**config.mk**
```make
export PLATFORM = sky130hd
export DESIGN_NAME = tonectl_cfg_slave
export DESIGN_NICKNAME = d
export VERILOG_FILES = /design/src/rtl/tonectl_pkg.sv /design/src/rtl/tonectl_line_sync.sv /design/src/rtl/tonectl_byte_rx.sv /design/src/rtl/tonectl_regfile.sv /design/src/rtl/tonectl_cfg_slave.sv
export SDC_FILE = /design/constraint.sdc
export NUM_CORES = 1
export LEC_CHECK = 0
export BUFFER_PORTS_ARGS = -buffer_cell sky130_fd_sc_hd__clkbuf_2
export CAP_MARGIN = 15
export CORE_ASPECT_RATIO = 0.5
export CORE_UTILIZATION = 55
export CTS_BUF_LIST = sky130_fd_sc_hd__clkbuf_8 sky130_fd_sc_hd__clkbuf_16
export CTS_CLUSTER_DIAMETER = 40
export DETAILED_ROUTE_END_ITERATION = 10
export PLACE_DENSITY = 0.77
export SYNTH_ARGS = -nofsm -noshare
export SYNTH_HDL_FRONTEND = slang
export SYNTH_SLANG_ARGS = --single-unit
```
**constraint.sdc**
```tcl
create_clock -name clk -period 2.25 [get_ports clk]
set_clock_uncertainty 0.15 [all_clocks]
set_input_delay 0.45 -clock clk [delete_from_list [all_inputs] [get_ports clk]]
set_output_delay 0.45 -clock clk [all_outputs]
set_load 0.05 [all_outputs]
```
**src/rtl/tonectl_pkg.sv**
```systemverilog
package tonectl_pkg;

  typedef enum logic [2:0] {
    RX_IDLE,
    RX_ADDR,
    RX_SUB,
    RX_DATA,
    RX_SKIP
  } rx_state_e;

  // power-on value of each control register
  function automatic logic [7:0] reg_default(input int idx);
    logic [7:0] v;
    case (idx)
      3, 4, 5: v = 8'h07;
      6, 7:    v = 8'h78;
      default: v = 8'h00;
    endcase
    return v;
  endfunction

endpackage

```
**src/rtl/tonectl_line_sync.sv**
```systemverilog
module tonectl_line_sync #(
  parameter int STAGES = 2
) (
  input  logic clk,
  input  logic rst,
  input  logic scl_i,
  input  logic sda_i,
  output logic sda_s,
  output logic scl_rise,
  output logic scl_fall,
  output logic start_det,
  output logic stop_det
);
  logic [STAGES-1:0] scl_chain;
  logic [STAGES-1:0] sda_chain;
  logic              scl_q, sda_q;
  logic              scl_s;

  generate
    if (STAGES == 1) begin : g_one
      always_ff @(posedge clk) begin
        if (rst) begin
          scl_chain <= '1;
          sda_chain <= '1;
        end else begin
          scl_chain <= scl_i;
          sda_chain <= sda_i;
        end
      end
    end else begin : g_multi
      always_ff @(posedge clk) begin
        if (rst) begin
          scl_chain <= '1;
          sda_chain <= '1;
        end else begin
          scl_chain <= {scl_chain[STAGES-2:0], scl_i};
          sda_chain <= {sda_chain[STAGES-2:0], sda_i};
        end
      end
    end
  endgenerate

  assign scl_s = scl_chain[STAGES-1];
  assign sda_s = sda_chain[STAGES-1];

  always_ff @(posedge clk) begin
    if (rst) begin
      scl_q <= 1'b1;
      sda_q <= 1'b1;
    end else begin
      scl_q <= scl_s;
      sda_q <= sda_s;
    end
  end

  assign scl_rise  = scl_s & ~scl_q;
  assign scl_fall  = ~scl_s & scl_q;
  assign start_det = scl_s & scl_q & sda_q & ~sda_s;
  assign stop_det  = scl_s & scl_q & ~sda_q & sda_s;

endmodule

```
**src/rtl/tonectl_byte_rx.sv**
```systemverilog
module tonectl_byte_rx
  import tonectl_pkg::*;
#(
  parameter int          DATA_W   = 8,
  parameter int          IDX_W    = 4,
  parameter logic [7:0]  DEV_ADDR = 8'h88
) (
  input  logic              clk,
  input  logic              rst,
  input  logic              sda_s,
  input  logic              scl_rise,
  input  logic              scl_fall,
  input  logic              start_det,
  input  logic              stop_det,
  output logic              wr_en,
  output logic [IDX_W-1:0]  wr_idx,
  output logic [DATA_W-1:0] wr_data,
  output logic              sda_pull
);
  localparam int CNT_W   = $clog2(DATA_W + 2);
  localparam int INC_BIT = IDX_W;

  localparam logic [CNT_W-1:0] LAST_BIT = CNT_W'(DATA_W - 1);
  localparam logic [CNT_W-1:0] ACK_ON   = CNT_W'(DATA_W);
  localparam logic [CNT_W-1:0] ACK_OFF  = CNT_W'(DATA_W + 1);

  rx_state_e         state;
  logic [CNT_W-1:0]  bit_cnt;
  logic [DATA_W-1:0] shreg;
  logic [DATA_W-1:0] byte_in;
  logic [IDX_W-1:0]  idx;
  logic              step;
  logic              accept;

  assign byte_in = {shreg[DATA_W-2:0], sda_s};

  always_ff @(posedge clk) begin
    if (rst) begin
      state    <= RX_IDLE;
      bit_cnt  <= '0;
      shreg    <= '0;
      idx      <= '0;
      step     <= 1'b0;
      accept   <= 1'b0;
      sda_pull <= 1'b0;
      wr_en    <= 1'b0;
      wr_idx   <= '0;
      wr_data  <= '0;
    end else begin
      wr_en <= 1'b0;
      if (start_det) begin
        state    <= RX_ADDR;
        bit_cnt  <= '0;
        sda_pull <= 1'b0;
        accept   <= 1'b0;
      end else if (stop_det) begin
        state    <= RX_IDLE;
        bit_cnt  <= '0;
        sda_pull <= 1'b0;
        accept   <= 1'b0;
      end else if (state != RX_IDLE) begin
        if (scl_rise && bit_cnt < ACK_ON) begin
          shreg   <= byte_in;
          bit_cnt <= bit_cnt + 1'b1;
          if (bit_cnt == LAST_BIT) begin
            case (state)
              RX_ADDR: begin
                if (byte_in == DATA_W'(DEV_ADDR)) begin
                  accept <= 1'b1;
                  state  <= RX_SUB;
                end else begin
                  accept <= 1'b0;
                  state  <= RX_SKIP;
                end
              end
              RX_SUB: begin
                accept <= 1'b1;
                idx    <= byte_in[IDX_W-1:0];
                step   <= byte_in[INC_BIT];
                state  <= RX_DATA;
              end
              RX_DATA: begin
                accept  <= 1'b1;
                wr_en   <= 1'b1;
                wr_idx  <= idx;
                wr_data <= byte_in;
                if (step) idx <= idx + 1'b1;
              end
              default: accept <= 1'b0;
            endcase
          end
        end else if (scl_fall) begin
          if (bit_cnt == ACK_ON) begin
            bit_cnt  <= ACK_OFF;
            sda_pull <= accept;
          end else if (bit_cnt == ACK_OFF) begin
            bit_cnt  <= '0;
            sda_pull <= 1'b0;
          end
        end
      end
    end
  end

endmodule

```
**src/rtl/tonectl_regfile.sv**
```systemverilog
module tonectl_regfile
  import tonectl_pkg::*;
#(
  parameter int NUM_REGS = 8,
  parameter int DATA_W   = 8,
  parameter int IDX_W    = 4
) (
  input  logic                         clk,
  input  logic                         rst,
  input  logic                         wr_en,
  input  logic [IDX_W-1:0]             wr_idx,
  input  logic [DATA_W-1:0]            wr_data,
  output logic [NUM_REGS*DATA_W-1:0]   regs_flat,
  output logic                         stb,
  output logic [$clog2(NUM_REGS)-1:0]  stb_idx
);
  localparam int SEL_W = $clog2(NUM_REGS);

  logic             in_range;
  logic [SEL_W-1:0] sel;

  assign in_range = (32'(wr_idx) < NUM_REGS);
  assign sel      = wr_idx[SEL_W-1:0];

  for (genvar i = 0; i < NUM_REGS; i++) begin : g_reg
    always_ff @(posedge clk) begin
      if (rst)
        regs_flat[i*DATA_W +: DATA_W] <= DATA_W'(reg_default(i));
      else if (wr_en && in_range && sel == SEL_W'(i))
        regs_flat[i*DATA_W +: DATA_W] <= wr_data;
    end
  end

  always_ff @(posedge clk) begin
    if (rst) begin
      stb     <= 1'b0;
      stb_idx <= '0;
    end else begin
      stb <= wr_en && in_range;
      if (wr_en && in_range) stb_idx <= sel;
    end
  end

endmodule

```
**src/rtl/tonectl_cfg_slave.sv**
```systemverilog
module tonectl_cfg_slave #(
  parameter int         NUM_REGS    = 8,
  parameter int         DATA_W      = 8,
  parameter int         IDX_W       = 4,
  parameter int         SYNC_STAGES = 2,
  parameter logic [7:0] DEV_ADDR    = 8'h88
) (
  input  logic                         clk,
  input  logic                         rst,
  input  logic                         scl_i,
  input  logic                         sda_i,
  output logic                         sda_pull_o,
  output logic [NUM_REGS*DATA_W-1:0]   reg_flat_o,
  output logic                         wr_stb_o,
  output logic [$clog2(NUM_REGS)-1:0]  wr_idx_o
);
  logic              sda_s, scl_rise, scl_fall, start_det, stop_det;
  logic              rx_wr_en;
  logic [IDX_W-1:0]  rx_wr_idx;
  logic [DATA_W-1:0] rx_wr_data;

  tonectl_line_sync #(.STAGES(SYNC_STAGES)) sync_i (
    .clk(clk), .rst(rst), .scl_i(scl_i), .sda_i(sda_i),
    .sda_s(sda_s), .scl_rise(scl_rise), .scl_fall(scl_fall),
    .start_det(start_det), .stop_det(stop_det)
  );

  tonectl_byte_rx #(.DATA_W(DATA_W), .IDX_W(IDX_W), .DEV_ADDR(DEV_ADDR)) rx_i (
    .clk(clk), .rst(rst), .sda_s(sda_s), .scl_rise(scl_rise),
    .scl_fall(scl_fall), .start_det(start_det), .stop_det(stop_det),
    .wr_en(rx_wr_en), .wr_idx(rx_wr_idx), .wr_data(rx_wr_data),
    .sda_pull(sda_pull_o)
  );

  tonectl_regfile #(.NUM_REGS(NUM_REGS), .DATA_W(DATA_W), .IDX_W(IDX_W)) rf_i (
    .clk(clk), .rst(rst), .wr_en(rx_wr_en), .wr_idx(rx_wr_idx),
    .wr_data(rx_wr_data), .regs_flat(reg_flat_o), .stb(wr_stb_o),
    .stb_idx(wr_idx_o)
  );

endmodule

```
==> qor_table.md <==
| Group | Result | Reported |
|:---|:---|:---|
| outcome | Run status | complete, but fails checks |
| outcome | Violated checks | DRC |
| timing | Setup repair after global routing missed its margin | false |
| synth | Post-Syn Area per Cell | 8.64 sq um |
| timing | Total Negative Setup Slacks | 0 ns |
| detailed routing | Routed via count | 3486 |
| pwr | Part of the power in registers | 0.547 |
| cts | Number of gates resized after CTS | 0 |
| synth | Number of distinct library cells after synthesis | 42 |
| cts | Clock root buffer master | sky130_fd_sc_hd__clkbuf_16 |
| pwr | Net switching fraction of the power | 0.222 |
| worst setup path | Required time of the worst setup path | 2.37 ns |
| die | Row count | 21 |
| detailed routing | Remaining antenna violation count | 0 |
| die | Die outline height | 63.5 microns |
| pwr | Worst IR Drop VDD | 0.351 mV |
| detailed routing | DR DRC count | 16 |
| cts | CTS buffer count | 9 |
| pwr | Internal Pwr Total | 2.73 mW |
| global routing | GR Overflow Total | 0 |
| global routing | Wire length of the first global-routing pass | 15.8 mm |
| die | Initial Util | 0.596 |
| worst setup path | Critical Path AT | 2.22 ns |
| cts | Hold-fix buffers, CTS | 0 |
| die | Total Die Area | 7940 sq um |
| cts | Longest Clk Path Bufs | 2 |
| timing | Transition time at the pin with the least slew margin | 0.600 ns |
| worst setup path | Worst flop-to-flop path endpoint | rx_i.idx[0]$_SDFFE_PP0P_ |
| placed design | Number of instances in the placed design | 631 |
| timing | Final worst path period need | 2.10 ns |
| die | Number of top-level pins | 73 |
| synth | Number of warnings issued by yosys | 0 |
| pwr | Portion of total power attributed to the clock network | 0.437 |
| finish | Area growth from synthesis to layout | 18.5% |
| cts | TritonCTS clock tree | done |
| global routing | Maximum number of pins on one net before global-route repair | 58 |
| global routing | Initial antenna violation count | 0 |
| detailed routing | Detail-routed net length per standard cell | 14.7 microns |
| timing | Number of pins exceeding their max-slew limit in the final report | 0 |
| finish | Count of antenna diodes in the layout | 0 |
| worst setup path | Critical path start-end classification | register to register |
| pwr | Leakage Power | 2.02 nW |
| placed design | Post-DP HPWL | 6.35 mm |
| timing | Relative max-transition margin | 0.598 |
| timing | Setup violation total in the final timing report | 0 |
| pwr | Combinational Power Share | 0.016 |
| worst setup path | Highest fanout seen on the critical path | 7 |
| placed design | PortBufs | 72 |
| synth | Synthesized netlist cell count | 482 |
| synth | Sequential element share of the synthesized area | 0.519 |
| die | Floorplan Core Area | 6990 sq um |
| finish | Share of post-route cells with drive strength above 1 | 0.218 |
| synth | Main flop type after synthesis | sky130_fd_sc_hd__dfxtp_1 |
| cts | Clock sink total | 108 |
| synth | Register bit total from synthesis | 108 |
| finish | Net total in the final layout | 558 |
| cts | Clk Latency, worst-skew pair | 0.34 ns |
| worst hold path | End point of the worst hold path | sync_i.sda_chain[0]$_SDFF_PP1_ |
| finish | Post-layout util | 0.706 |
| global routing | Overall routing resource usage | 0.254 |
| synth | Leading cell types by total area after synthesis | sky130_fd_sc_hd__dfxtp_1 52%, sky130_fd_sc_hd__nand2_1 9.6%, sky130_fd_sc_hd__mux2i_1 8.4% |
| pwr | Net switching component of the power | 776 uW |
| detailed routing | First-pass detailed-route iteration total | 8 |
| cts | H-tree Lvls | 3 |
| worst hold path | Hold path cells | 2 |
| finish | Final Non-Filler Cells | 647 |
| worst setup path | Critical path capture point type | register |
| synth | Nets in the synthesized netlist | 490 |
| placed design | Final Wtd Congestion | 0.841 |
| cts | Clock transition at path regs | 0.07 ns |
| synth | Number of enable-type register cells in the synthesized netlist | 0 |
| worst setup path | Setup slack of the most critical reg-to-reg path | 0.15 ns |
| detailed routing | Number of vias per cell | 5.39 |
| worst setup path | Worst R2R Start | sync_i.scl_chain[1]$_SDFF_PP1_ |
| synth | Cell type with the highest aggregate area in the netlist | sky130_fd_sc_hd__dfxtp_1 |
| pwr | Power density over the cells | 710 nW/um^2 |
| synth | Synthesized cell area | 4160 sq um |
| finish | Total of fill cells in the finished design | 573 |
| global routing | Vias in the first global route | 3160 |
| worst hold path | Class of the tightest hold or removal check | input port to register |
| timing | Tcrit/Tclk final | 0.934 |
| synth | Area share of the largest cell type after synthesis | 0.519 |
| detailed routing | Post-detailed-routing wire length | 9.48 mm |
| detailed routing | Iteration-0 DRC count of the detailed router | 321 |
| worst setup path | Count of cells along the worst register-to-register path | 4 |
| worst hold path | Startpoint of the lowest-slack hold path | sda_i |
| worst setup path | Setup crit start kind | register |
| timing | Achievable clock frequency | 476 MHz |
| timing | Endpoints failing hold | 0 |
| run | Number of maximum-capacitance constraint violations | 0 |
| cts | Total setup buffers inserted after CTS | 0 |
| synth | Proportion of register bits with asynchronous set or reset after synthesis | 0 |
| die | Chip Width | 125 microns |
==> power by group through the flow <==
stage	clock [mW]	sequential, mW	combinational [mW]
finish	1.53	1.92	0.0555
floorplan	0	1.96	0.0397
detailed placement	0	1.96	0.0545
CTS	1.55	1.92	0.0546
global placement	0	1.96	0.0545
global route	1.64	1.92	0.0607
==> synthesized netlist by cell type, drive strengths merged, types with 2 or more instances <==
library cell  instances
nor2b                 2
nand3                25
inv                   5
nand3b               11
a21oi                48
and2                  2
dfxtp               108
xor2                  2
a31oi                 3
ha                    4
or3                   2
buf                  12
nor4                  4
nor2                 37
nand2b                3
o21ai                 9
nand2               107
or3b                  2
mux2i                35
or4b                  2
nor3                 11
or2                   8
clkbuf               21
nor3b                 4
or4                   2
==> cell families after synthesis <==
group,share of synthesized area
adders and majority gates,0.0120
muxes,0.0841
DFF,0.519
AOI/OAI and AO/OA,0.0892
buffers and inverters,0.0376
xor gates and xnor gates,0.00631
and+or+nand+nor,0.252
==> area by class of cell <==
| type | instances | area, sq um | area share |
|---|---|---|---|
| Tap cell | 92 | 115 | 0.0233 |
| Sequential cell | 108 | 2160 | 0.438 |
| Multi-Input combinational cell | 335 | 1850 | 0.375 |
| Clock inverter | 6 | 52.6 | 0.0106 |
| Timing Repair Buffer | 90 | 495 | 0.100 |
| Inverter | 6 | 22.5 | 0.00456 |
| Clock buffer | 10 | 239 | 0.0484 |
==> through the flow <==
step                      setup slack [ns]  instance area (sq um)  power (mW)  hold WS [ns]
after floorplan                      0.183                   4160        2.00         0.239
after global placement               0.184                   4640        2.02         0.242
after detailed placement             0.119                   4640        2.02         0.249
after CTS                            0.107                   4930        3.53         0.125
after global routing                0.0304                   4940        3.62         0.130
final                                0.148                   4940        3.50         0.136
==> placed cells by master, fill, tap and decap left out, types with 5 or more instances in the layout <==
cell type,count
sky130_fd_sc_hd__inv_1,5
sky130_fd_sc_hd__clkbuf_16,9
sky130_fd_sc_hd__dfxtp_1,108
sky130_fd_sc_hd__nand3b_1,11
sky130_fd_sc_hd__buf_4,18
sky130_fd_sc_hd__mux2i_1,35
sky130_fd_sc_hd__nor3_1,11
sky130_fd_sc_hd__nor2_1,37
sky130_fd_sc_hd__a21oi_1,48
sky130_fd_sc_hd__nand3_1,25
sky130_fd_sc_hd__o21ai_0,9
sky130_fd_sc_hd__nand2_1,107
sky130_fd_sc_hd__clkbuf_2,72
sky130_fd_sc_hd__or2_2,8
==> layer usage <==
metal / part of all wire / global-route usage / up-vias
met5: 0 / 0 / -
met4: 0.012 / 0.0793 / 0
met3: 0.051 / 0.0603 / 9
met2: 0.45 / 0.415 / 93
met1: 0.48 / 0.336 / 1626
li1: - / - / 1758
==> critical path, stage by stage, from the launching register on <==
cell and delay (ns):
sky130_fd_sc_hd__dfxtp_1 0.41, sky130_fd_sc_hd__or3b_1 0.43, sky130_fd_sc_hd__or4_4 0.57, sky130_fd_sc_hd__or3_1 0.32
sky130_fd_sc_hd__a31oi_1 0.15
==> state kept, by name (all words and copies together), names as in the netlist <==
name / flops
sync_i.scl_q: 1
rx_i.wr_en: 1
rx_i.accept: 1
rx_i.idx: 4
rx_i.step: 1
rx_i.state: 3
sync_i.scl_chain: 2
rx_i.wr_idx: 4
sync_i.sda_chain: 2
sync_i.sda_q: 1
rx_i.sda_pull: 1
rx_i.shreg: 7
rx_i.wr_data: 8
rf_i.stb_idx: 3
rf_i.stb: 1
rx_i.bit_cnt: 4
rf_i.regs_flat: 64
==> how the worst max path moves through the flow <==
stage	slack (ns)	endpoint	cells past startpoint	from
2_1_floorplan	0.18	rx_i.idx[0]$_SDFFE_PP0P_	5	rx_i.bit_cnt[3]$_SDFFE_PP0P_
3_5_place_dp	0.12	rx_i.wr_data[3]$_SDFFE_PP0P_	4	sync_i.scl_chain[1]$_SDFF_PP1_
3_3_place_gp	0.18	rx_i.wr_data[5]$_SDFFE_PP0P_	4	sync_i.scl_chain[1]$_SDFF_PP1_
6_report	0.15	rx_i.idx[0]$_SDFFE_PP0P_	4	sync_i.scl_chain[1]$_SDFF_PP1_
5_1_grt	0.03	rx_i.wr_data[7]$_SDFFE_PP0P_	6	sync_i.scl_chain[1]$_SDFF_PP1_
4_1_cts	0.11	rx_i.wr_data[2]$_SDFFE_PP0P_	4	sync_i.scl_chain[1]$_SDFF_PP1_
Power figures use the tool's default switching activity.
